<file path="src/rtl/btu_pkg.sv">
package btu_pkg;
  typedef enum logic [2:0] {
    BK_FAR   = 3'd0,
    BK_SHORT = 3'd1,
    BK_NEAR  = 3'd2,
    BK_REG   = 3'd3,
    BK_MEM   = 3'd4
  } br_kind_e;

  typedef enum logic [1:0] {
    ST_IDLE    = 2'd0,
    ST_RD_REQ  = 2'd1,
    ST_RD_WAIT = 2'd2
  } btu_state_e;
endpackage

</file>
<file path="src/rtl/btu_phys_addr.sv">
module btu_phys_addr #(
  parameter int SEG_W     = 16,
  parameter int OFF_W     = 16,
  parameter int SEG_SHIFT = 4,
  parameter int PHYS_W    = 20
) (
  input  logic [SEG_W-1:0]  seg,
  input  logic [OFF_W-1:0]  off,
  output logic [PHYS_W-1:0] phys
);
  localparam int SHIFTED_W = SEG_W + SEG_SHIFT;
  localparam int SUM_W     = ((SHIFTED_W > OFF_W) ? SHIFTED_W : OFF_W) + 1;

  logic [SUM_W-1:0] seg_ext;
  logic [SUM_W-1:0] off_ext;
  logic [SUM_W-1:0] sum;

  assign seg_ext = SUM_W'(seg) << SEG_SHIFT;
  assign off_ext = SUM_W'(off);
  assign sum     = seg_ext + off_ext;
  assign phys    = sum[PHYS_W-1:0];
endmodule

</file>
<file path="src/rtl/btu_target_calc.sv">
module btu_target_calc
  import btu_pkg::*;
#(
  parameter int SEG_W   = 16,
  parameter int OFF_W   = 16,
  parameter int LEN_W   = 4,
  parameter int SHORT_W = 8
) (
  input  logic [2:0]             kind,
  input  logic [SEG_W-1:0]       cur_cs,
  input  logic [OFF_W-1:0]       cur_ip,
  input  logic [LEN_W-1:0]       ins_len,
  input  logic [SEG_W+OFF_W-1:0] imm,
  input  logic [OFF_W-1:0]       reg_val,
  output logic [SEG_W-1:0]       calc_cs,
  output logic [OFF_W-1:0]       calc_ip
);
  localparam int IMM_W = SEG_W + OFF_W;

  logic [OFF_W-1:0] seq_ip;
  logic [OFF_W-1:0] short_disp;
  logic [OFF_W-1:0] near_disp;
  logic [SEG_W-1:0] far_seg;
  logic [OFF_W-1:0] far_off;

  // Address of the instruction that follows the branch.
  assign seq_ip = cur_ip + OFF_W'(ins_len);

  generate
    if (SHORT_W < OFF_W) begin : g_sext
      assign short_disp = {{(OFF_W-SHORT_W){imm[SHORT_W-1]}}, imm[SHORT_W-1:0]};
    end else begin : g_nosext
      assign short_disp = imm[OFF_W-1:0];
    end
  endgenerate

  assign near_disp = imm[OFF_W-1:0];
  assign far_off   = imm[OFF_W-1:0];
  assign far_seg   = imm[IMM_W-1:OFF_W];

  always_comb begin
    calc_cs = cur_cs;
    calc_ip = seq_ip;
    case (kind)
      BK_FAR: begin
        calc_cs = far_seg;
        calc_ip = far_off;
      end
      BK_SHORT: calc_ip = seq_ip + short_disp;
      BK_NEAR:  calc_ip = seq_ip + near_disp;
      BK_REG:   calc_ip = reg_val;
      default:  calc_ip = seq_ip;
    endcase
  end
endmodule

</file>
<file path="src/rtl/btu_seq.sv">
module btu_seq
  import btu_pkg::*;
#(
  parameter int SEG_W  = 16,
  parameter int OFF_W  = 16,
  parameter int PHYS_W = 20
) (
  input  logic              clk,
  input  logic              rst_n,
  input  logic              req_valid,
  output logic              req_ready,
  input  logic [2:0]        req_kind,
  input  logic [SEG_W-1:0]  cur_cs,
  input  logic [SEG_W-1:0]  calc_cs,
  input  logic [OFF_W-1:0]  calc_ip,
  input  logic [PHYS_W-1:0] rd_addr_in,
  output logic              mem_rd_valid,
  input  logic              mem_rd_ready,
  output logic [PHYS_W-1:0] mem_rd_addr,
  input  logic              mem_rsp_valid,
  input  logic [OFF_W-1:0]  mem_rsp_data,
  output logic              done,
  output logic [SEG_W-1:0]  new_cs,
  output logic [OFF_W-1:0]  new_ip
);
  btu_state_e        state;
  logic [SEG_W-1:0]  hold_cs;
  logic [PHYS_W-1:0] rd_addr_q;
  logic              accept;

  assign req_ready    = (state == ST_IDLE);
  assign mem_rd_valid = (state == ST_RD_REQ);
  assign mem_rd_addr  = rd_addr_q;
  assign accept       = req_valid && req_ready;

  always_ff @(posedge clk) begin
    if (!rst_n) begin
      state     <= ST_IDLE;
      hold_cs   <= '0;
      rd_addr_q <= '0;
      done      <= 1'b0;
      new_cs    <= '0;
      new_ip    <= '0;
    end else begin
      done <= 1'b0;
      case (state)
        ST_IDLE: begin
          if (accept) begin
            if (req_kind == BK_MEM) begin
              rd_addr_q <= rd_addr_in;
              hold_cs   <= cur_cs;
              state     <= ST_RD_REQ;
            end else begin
              new_cs <= calc_cs;
              new_ip <= calc_ip;
              done   <= 1'b1;
            end
          end
        end
        ST_RD_REQ: begin
          if (mem_rd_ready) state <= ST_RD_WAIT;
        end
        ST_RD_WAIT: begin
          if (mem_rsp_valid) begin
            new_cs <= hold_cs;
            new_ip <= mem_rsp_data;
            done   <= 1'b1;
            state  <= ST_IDLE;
          end
        end
        default: state <= ST_IDLE;
      endcase
    end
  end

  // a stalled read keeps its request and address
  p_rd_hold_r8: assert property (@(posedge clk) disable iff (!rst_n)
    (mem_rd_valid && !mem_rd_ready) |=> (mem_rd_valid && $stable(mem_rd_addr)));

  // a read request only starts from an accepted request
  p_rd_start_r7: assert property (@(posedge clk) disable iff (!rst_n)
    $rose(mem_rd_valid) |-> $past(req_valid && req_ready));

  // results move only with done
  p_hold_r11: assert property (@(posedge clk) disable iff (!rst_n)
    !done |-> ($stable(new_cs) && $stable(new_ip)));
endmodule

</file>
<file path="src/rtl/branch_target_unit.sv">
module branch_target_unit
  import btu_pkg::*;
#(
  parameter int SEG_W     = 16,
  parameter int OFF_W     = 16,
  parameter int LEN_W     = 4,
  parameter int SHORT_W   = 8,
  parameter int SEG_SHIFT = 4,
  parameter int PHYS_W    = 20
) (
  input  logic                   clk,
  input  logic                   rst_n,
  input  logic                   req_valid,
  output logic                   req_ready,
  input  logic [2:0]             req_kind,
  input  logic [SEG_W-1:0]       req_cs,
  input  logic [OFF_W-1:0]       req_ip,
  input  logic [LEN_W-1:0]       req_len,
  input  logic [SEG_W+OFF_W-1:0] req_imm,
  input  logic [OFF_W-1:0]       req_reg,
  input  logic [SEG_W-1:0]       req_ds,
  output logic                   mem_rd_valid,
  input  logic                   mem_rd_ready,
  output logic [PHYS_W-1:0]      mem_rd_addr,
  input  logic                   mem_rsp_valid,
  input  logic [OFF_W-1:0]       mem_rsp_data,
  output logic                   done,
  output logic [SEG_W-1:0]       new_cs,
  output logic [OFF_W-1:0]       new_ip,
  output logic [PHYS_W-1:0]      fetch_addr
);
  logic [SEG_W-1:0]  calc_cs;
  logic [OFF_W-1:0]  calc_ip;
  logic [PHYS_W-1:0] rd_addr;

  btu_target_calc #(
    .SEG_W(SEG_W), .OFF_W(OFF_W), .LEN_W(LEN_W), .SHORT_W(SHORT_W)
  ) u_calc (
    .kind(req_kind), .cur_cs(req_cs), .cur_ip(req_ip), .ins_len(req_len),
    .imm(req_imm), .reg_val(req_reg), .calc_cs(calc_cs), .calc_ip(calc_ip)
  );

  btu_phys_addr #(
    .SEG_W(SEG_W), .OFF_W(OFF_W), .SEG_SHIFT(SEG_SHIFT), .PHYS_W(PHYS_W)
  ) u_rd_phys (
    .seg(req_ds), .off(req_reg), .phys(rd_addr)
  );

  btu_seq #(
    .SEG_W(SEG_W), .OFF_W(OFF_W), .PHYS_W(PHYS_W)
  ) u_seq (
    .clk(clk), .rst_n(rst_n), .req_valid(req_valid), .req_ready(req_ready),
    .req_kind(req_kind), .cur_cs(req_cs), .calc_cs(calc_cs), .calc_ip(calc_ip),
    .rd_addr_in(rd_addr), .mem_rd_valid(mem_rd_valid), .mem_rd_ready(mem_rd_ready),
    .mem_rd_addr(mem_rd_addr), .mem_rsp_valid(mem_rsp_valid),
    .mem_rsp_data(mem_rsp_data), .done(done), .new_cs(new_cs), .new_ip(new_ip)
  );

  btu_phys_addr #(
    .SEG_W(SEG_W), .OFF_W(OFF_W), .SEG_SHIFT(SEG_SHIFT), .PHYS_W(PHYS_W)
  ) u_fetch_phys (
    .seg(new_cs), .off(new_ip), .phys(fetch_addr)
  );

  // far pointer result taken from the immediate
  p_far_r1: assert property (@(posedge clk) disable iff (!rst_n)
    ($past(req_valid && req_ready && req_kind == BK_FAR) && done)
      |-> (new_cs == $past(req_imm[SEG_W+OFF_W-1:OFF_W]) && new_ip == $past(req_imm[OFF_W-1:0])));

  // register target keeps the segment and takes the register
  p_reg_r4: assert property (@(posedge clk) disable iff (!rst_n)
    ($past(req_valid && req_ready && req_kind == BK_REG) && done)
      |-> (new_cs == $past(req_cs) && new_ip == $past(req_reg)));

  // every non-memory request gives done in the next cycle
  p_done_next_r7: assert property (@(posedge clk) disable iff (!rst_n)
    (req_valid && req_ready && req_kind != BK_MEM) |=> done);

  // the low nibble of the fetch address is the offset's low nibble
  p_fetch_low_r6: assert property (@(posedge clk) disable iff (!rst_n)
    fetch_addr[SEG_SHIFT-1:0] == new_ip[SEG_SHIFT-1:0]);
endmodule

</file>
<file path="config.mk">
export PLATFORM = sky130hd
export DESIGN_NAME = branch_target_unit
export DESIGN_NICKNAME = d
export VERILOG_FILES = /design/src/rtl/btu_pkg.sv /design/src/rtl/btu_phys_addr.sv /design/src/rtl/btu_target_calc.sv /design/src/rtl/btu_seq.sv /design/src/rtl/branch_target_unit.sv
export SDC_FILE = /design/constraint.sdc
export NUM_CORES = 1
export LEC_CHECK = 0
export ABC_AREA = 1
export BUFFER_PORTS_ARGS = -buffer_cell sky130_fd_sc_hd__buf_2
export CAP_MARGIN = 20
export CORE_UTILIZATION = 39
export DETAILED_ROUTE_END_ITERATION = 7
export PLACE_DENSITY_LB_ADDON = 0.1
export SETUP_SLACK_MARGIN = 0.2
export SYNTH_ARGS = -nofsm -noshare
export SYNTH_HDL_FRONTEND = slang
export SYNTH_SLANG_ARGS = --single-unit
</file>
<file path="constraint.sdc">
create_clock -name clk -period 5.9 [get_ports clk]
set_input_delay 0 -clock clk [delete_from_list [all_inputs] [get_ports clk]]
set_output_delay 0 -clock clk [all_outputs]
set_load 0.1 [all_outputs]
</file>
======== Word-level counts from Yosys, hierarchy flattened ========
Index checks and enable logic that the tools add are counted.
Widths: inputs -> output; s select.
operators by class
  add/sub/neg operators ................... 5
  $mul .................................... 0
  div/mod/pow operators ................... 0
  magnitude comparators ................... 0
  equality and inequality tests ........... 11
  shifts and indexed selects .............. 0
  muxes and demuxes ....................... 19
  bitwise gates (word level) .............. 0
  reductions and logical operators ........ 7
operators with widths
  operator            number
  $mux 16             7
  $pmux 16 s2         2
  $pmux 16 s4         1
  $add 20x16->20      2
  $add 16x16->16      2
  $add 16x4->16       1
  $mux 2              4
  $ne 2x2->1 const B  4
  $reduce_and 4->1    2
  $eq 3x2->1 const B  2
  $pmux 2 s3          1
  $eq 3x1->1 const B  1
  $eq 3x3->1 const B  1
  $logic_not 3->1     1
  $mux 1              3
  $reduce_and 3->1    1
  $eq 2x1->1 const B  1
  $eq 2x2->1 const B  1
  $logic_not 2->1     1
  $ne 2x1->1 const B  1
  $pmux 1 s2          1
  $reduce_bool 2->1   1
  $logic_and 1x1->1   1
storage, ports and cells
  register bits ........................... 71
  latch bits .............................. 0
  RAM bits ................................ 0
  memory bits (read-only) ................. 0
  input bits .............................. 124
  output and inout bits ................... 75
  word-level logic and storage cells ...... 48
  memories kept ........................... 0

======== Longest topological paths before layout ========
  depth in word-level cells ............... 6
  mapped depth ............................ 24
  gate-level depth less buffers ........... 24

======== Cells and area by module ========
A second synthesis with hierarchy kept.
second synthesis, totals
  cell total of the unflattened synthesis .. 1203
  area, all modules ....................... 6902.9 um^2
by module, submodules not included
  module           instances  cells each  area each (um^2)  sequential area each (um^2)
  btu_seq          1          492         3221.8            1421.4
  btu_target_calc  1          375         1956.9            0.0
  btu_phys_addr    2          168         862.1             0.0

======== Worst setup path before layout ========
No wires, ideal clock.
  path type ............................... flip-flop to output port
  start point ............................. register u_seq.new_ip[4]
  end point ............................... output port fetch_addr[18]
  arrival ................................. 4.002 ns
  required time ........................... 5.900 ns
  setup slack ............................. 1.898 ns
  stages on the path, launching flop included .. 11
  buffers on the path ..................... 0
  path through ............................ dfxtp_1 -> ha_1 -> inv_1 -> fa_1 -> o21ai_1 -> a31oi_1 -> o21ai_1 -> a21boi_1 -> o21ai_1 -> nand2_1 -> xor2_1
between the ends
  word-level cells in the longest chain between the ends .. 1
ends and longest elaborated chain
  item                    RTL line                  source
  from (decl)             btu_seq.sv:24             output logic [OFF_W-1:0] new_ip
  from (signal assigned)  btu_seq.sv:55             new_ip <= calc_ip;
  from (signal assigned)  btu_seq.sv:66             new_ip <= mem_rsp_data;
  $add 20x16->20          btu_phys_addr.sv:20       assign sum = seg_ext + off_ext;
  to (decl)               branch_target_unit.sv:30  output logic [PHYS_W-1:0] fetch_addr
No other way between the ends.

======== Final worst setup path ========
  start point ............................. register u_seq.new_cs[0]
  end point ............................... output port fetch_addr[18]
between the ends
  word-level cells in the longest chain between the ends .. 1
ends and longest elaborated chain
  item                    RTL line             source
  from (decl)             btu_seq.sv:23        output logic [SEG_W-1:0] new_cs,
  from (signal assigned)  btu_seq.sv:54        new_cs <= calc_cs;
  from (signal assigned)  btu_seq.sv:65        new_cs <= hold_cs;
  $add 20x16->20          btu_phys_addr.sv:20
No other way between the ends.

==> implementation parameters <==
Parameter                              Value

Routing
  Overall routed net length ... 20500 µm
  Average wire per standard cell ... 15.7 µm
  DR pass1 iterations ... 5
  Total number of vias ... 6763
  Via/cell ratio ... 5.17
  Detail Route Antenna Nets ... 0
  # DRC ... 0
  Count of routing violations after the opening detailed-route iteration ... 381

Yosys
  Top cell type by total area after synthesis ... dfxtp_1
  Ranking of synthesized cells by area ... dfxtp_1 24%, nand2_1 13%, ha_1 9.8%
  EDFF count, synth ... 0
  Share of flip-flops with an asynchronous set or reset ... 0
  XOR/XNOR Fraction of Synth Area ... 0.0508
  Synth Area in Adders ... 0.112
  Netlist cell types ... 47
  Number of instances in the synthesized netlist ... 915
  Share of synthesized area spent on multiplexers ... 0
  Combined area of all synthesized cells ... 5860 µm²
  Most used standard cell by instance count after synthesis ... nand2_1
  Ys flop type ... dfxtp_1
  Simple-gate portion of the synthesized area ... 0.295
  Most frequent cells after synthesis ... 210 x nand2_1, 125 x nor2_1, 86 x a21oi_1, 84 x inv_1, 73 x o21ai_0
  Total nets after synthesis ... 1089
  Number of synthesized register bits ... 71
  Post-synthesis sequential area ratio ... 0.242
  Dominant combinational cell family by area after synthesis ... simple AND/OR/NAND/NOR gates
  Share of the synthesized area in the top cell type ... 0.242
  Synth Warn # ... 0
  Post-synthesis compound-gate area fraction ... 0.212
  Mean instance size in the synthesized netlist ... 6.41 µm²

Placed design
  Port Buffer Count ... 198
  Routability congestion estimate from global placement ... 0.975
  HPWL Detailed ... 16000 µm

Critical path
  Type of origin of the critical path ... flip-flop
  Cell with the most instances on the worst path ... o21ai_1
  Required time at the worst-slack endpoint ... 5.90 ns
  Delay of the slowest cell on the worst path ... 0.45 ns
  Kind of critical path ... reg2out
  Maximum fanout along the worst path ... 3
  Series of cell instances along the critical path ... ha_1 > inv_1 > fa_1 > o21ai_1 > a31oi_1 > o21ai_1 > a21boi_1 > o21ai_1 > nand2_1 > xor2_1 > buf_2
  Critical path arrival ... 3.08 ns
  Slowest library cell on the worst path ... buf_2
  Crit path max-delay family ... compound AO/OA/AOI/OAI gates
  Crit. End Element ... output port
  Count of buffering cells on the critical path with inverters included ... 2

Timing
  Slew margin rel. ... 0.289
  Min cycle time layout ... 3.08 ns
  Setup total negative slack ... 0 ns
  Final Hold Violating Endpoints ... 0
  Setup violators final ... 0
  Number of max-slew violations in the final report ... 0
  Share of the clock period used by the worst path ... 0.522
  Maximum clock skew at final layout ... 0.00878 ns
  Worst Max-Slew Pin Slew ... 1.07 ns
  Timing-limited maximum frequency ... 325 MHz
  Unrepaired setup endpoints after global routing ... no

Status
  Outcome ... complete, no violations

Die
  Core region area ... 14600 µm²
  Die W ... 125 µm
  Top Ports ... 199
  Total Die Area ... 15500 µm²
  Height of the die ... 125 µm
  Starting Density ... 0.402
  Number of rows created at floorplan ... 44

Clock network
  Clock tree from TritonCTS ... yes
  CTS buffer count ... 9
  Post-CTS setup-driven buffer insertion count ... 0
  Clock sink total ... 71
  CTS Root Buffer Type ... clkbuf_16
  Maximum root-to-sink buffer count ... 2
  Clock latency of the later-clocked register in the worst-skew pair ... 0.34 ns
  Clk pin slew, worst setup/hold paths ... 0.06 ns
  Level count of the clock H-tree ... 3

Finish
  Filler cells ... 1568
  Fraction of layout cells with a size suffix above 1 ... 0.218
  NumNets Final ... 1292
  Count of antenna diodes in the layout ... 0
  Synthesis-to-layout area growth ... 27.9%

GRT
  Vias in the first global route ... 6314
  Maximum number of pins on one net before global-route repair ... 48
  First-pass GRT wire length ... 32500 µm
  Total global routing overflow ... 0
  Antenna violations before repair ... 0
  Total global-route track usage ... 0.262

Power
  Worst IR Drop VDD ... 0.146 mV
  Static power due to leakage ... 4.00 nW
  Final Power ... 1.91 mW
  Power Dens Cells ... 255 nW/µm²

Min path
  Hold/Removal Path Class ... in2reg

Flow run
  Maxcap violations ... 0
==> state kept, by name, summed over array words and instances (netlist names) <==
signal and count:
u_seq.new_ip 16, u_seq.hold_cs 16, u_seq.new_cs 16, u_seq.mem_rd_addr 20, u_seq.state 2, u_seq.done 1
==> layer usage <==
layer	up-vias	routed length (µm)	part of all wire	track usage
met2	197	9560	0.47	0.438
met5	-	0	0	0
met3	26	1150	0.056	0.0546
met1	3113	9390	0.46	0.341
met4	0	382	0.019	0.0631
li1	3427	-	-	-
==> path summary, 6_finish.rpt <==
kind | slack (ns) | start | depth (start not counted) | endpoint
worst min register to register | 0.49 | u_seq.new_ip[2] | 2 | u_seq.new_ip[2]
worst max register to register | 3.08 | u_seq.state[1] | 6 | u_seq.mem_rd_addr[14]
worst max-delay path | 2.82 | u_seq.new_cs[0] | 11 | fetch_addr[18]
worst min-delay path | 0.02 | req_ds[14] | 4 | u_seq.mem_rd_addr[18]
==> per-stage QoR <==
| step | hold WS, ns | worst slack [ns] | area, µm² | std cells | utilization |
|---|---|---|---|---|---|
| floorplan | 0.135 | 1.90 | 5860 | 915 | - |
| global placement | 0.240 | 2.79 | 6940 | 1262 | 0.475 |
| detailed placement | 0.247 | 2.78 | 6940 | 1262 | 0.475 |
| CTS | 0.0143 | 2.80 | 7500 | 1307 | 0.514 |
| global route | 0.0304 | 2.62 | 7500 | 1307 | 0.514 |
| finish | 0.0174 | 2.82 | 7500 | 1307 | 0.514 |
==> worst min-delay path, cell delays in order <==
cell,delay [ns]
buf_2,0.10
xor2_1,0.08
nor2_1,0.09
nor2_1,0.04
==> cells in the final DEF (no fill, tap or decap), drive strengths merged, types with 5 or more instances in the layout <==
cell type and n:
clkbuf 10, a21oi 87, o21ai 85, dlygate4sd3 29, buf 200, nor2 128
a21boi 5, clkinv 5, dfxtp 71, nand3b 7, a221oi 5, nand3 47
or2 7, xor2 25, inv 91, nand4 8, a211oi 19, xnor2 9
nand2 213, ha 46
==> area by class of cell <==
class,instances,area (µm²),area share
flip-flops and latches,71,1420,0.189
well taps,184,230,0.0307
clock inverters,6,46.3,0.00617
clock buffers,10,229,0.0305
inverters,91,344,0.0459
repair buffers,229,1300,0.173
multi-input cells,716,3930,0.524
==> cell families after synthesis <==
| logic type | after synthesis |
|---|---|
| AND/OR/NAND/NOR | 415 |
| AO/OA/AOI/OAI | 217 |
| buffers and inverters | 128 |
| flip-flops | 71 |
| adder cells (fa/ha/maj) | 50 |
| XOR/XNOR | 34 |
==> report_power, final <==
part | internal, mW | switching (mW) | total (mW)
clock | 0.287 | 0.219 | 0.507
combinational | 0.219 | 0.655 | 0.875
sequential | 0.509 | 0.0249 | 0.534
total | 1.02 | 0.899 | 1.91
==> repair_timing <==
| item | CTS | global route |
|---|---|---|
| resized for setup | 0 | 0 |
| endpoints found under the hold margin | 29 | 0 |
| hold buffers | 29 | 0 |
(Power assumes the default switching activity.)
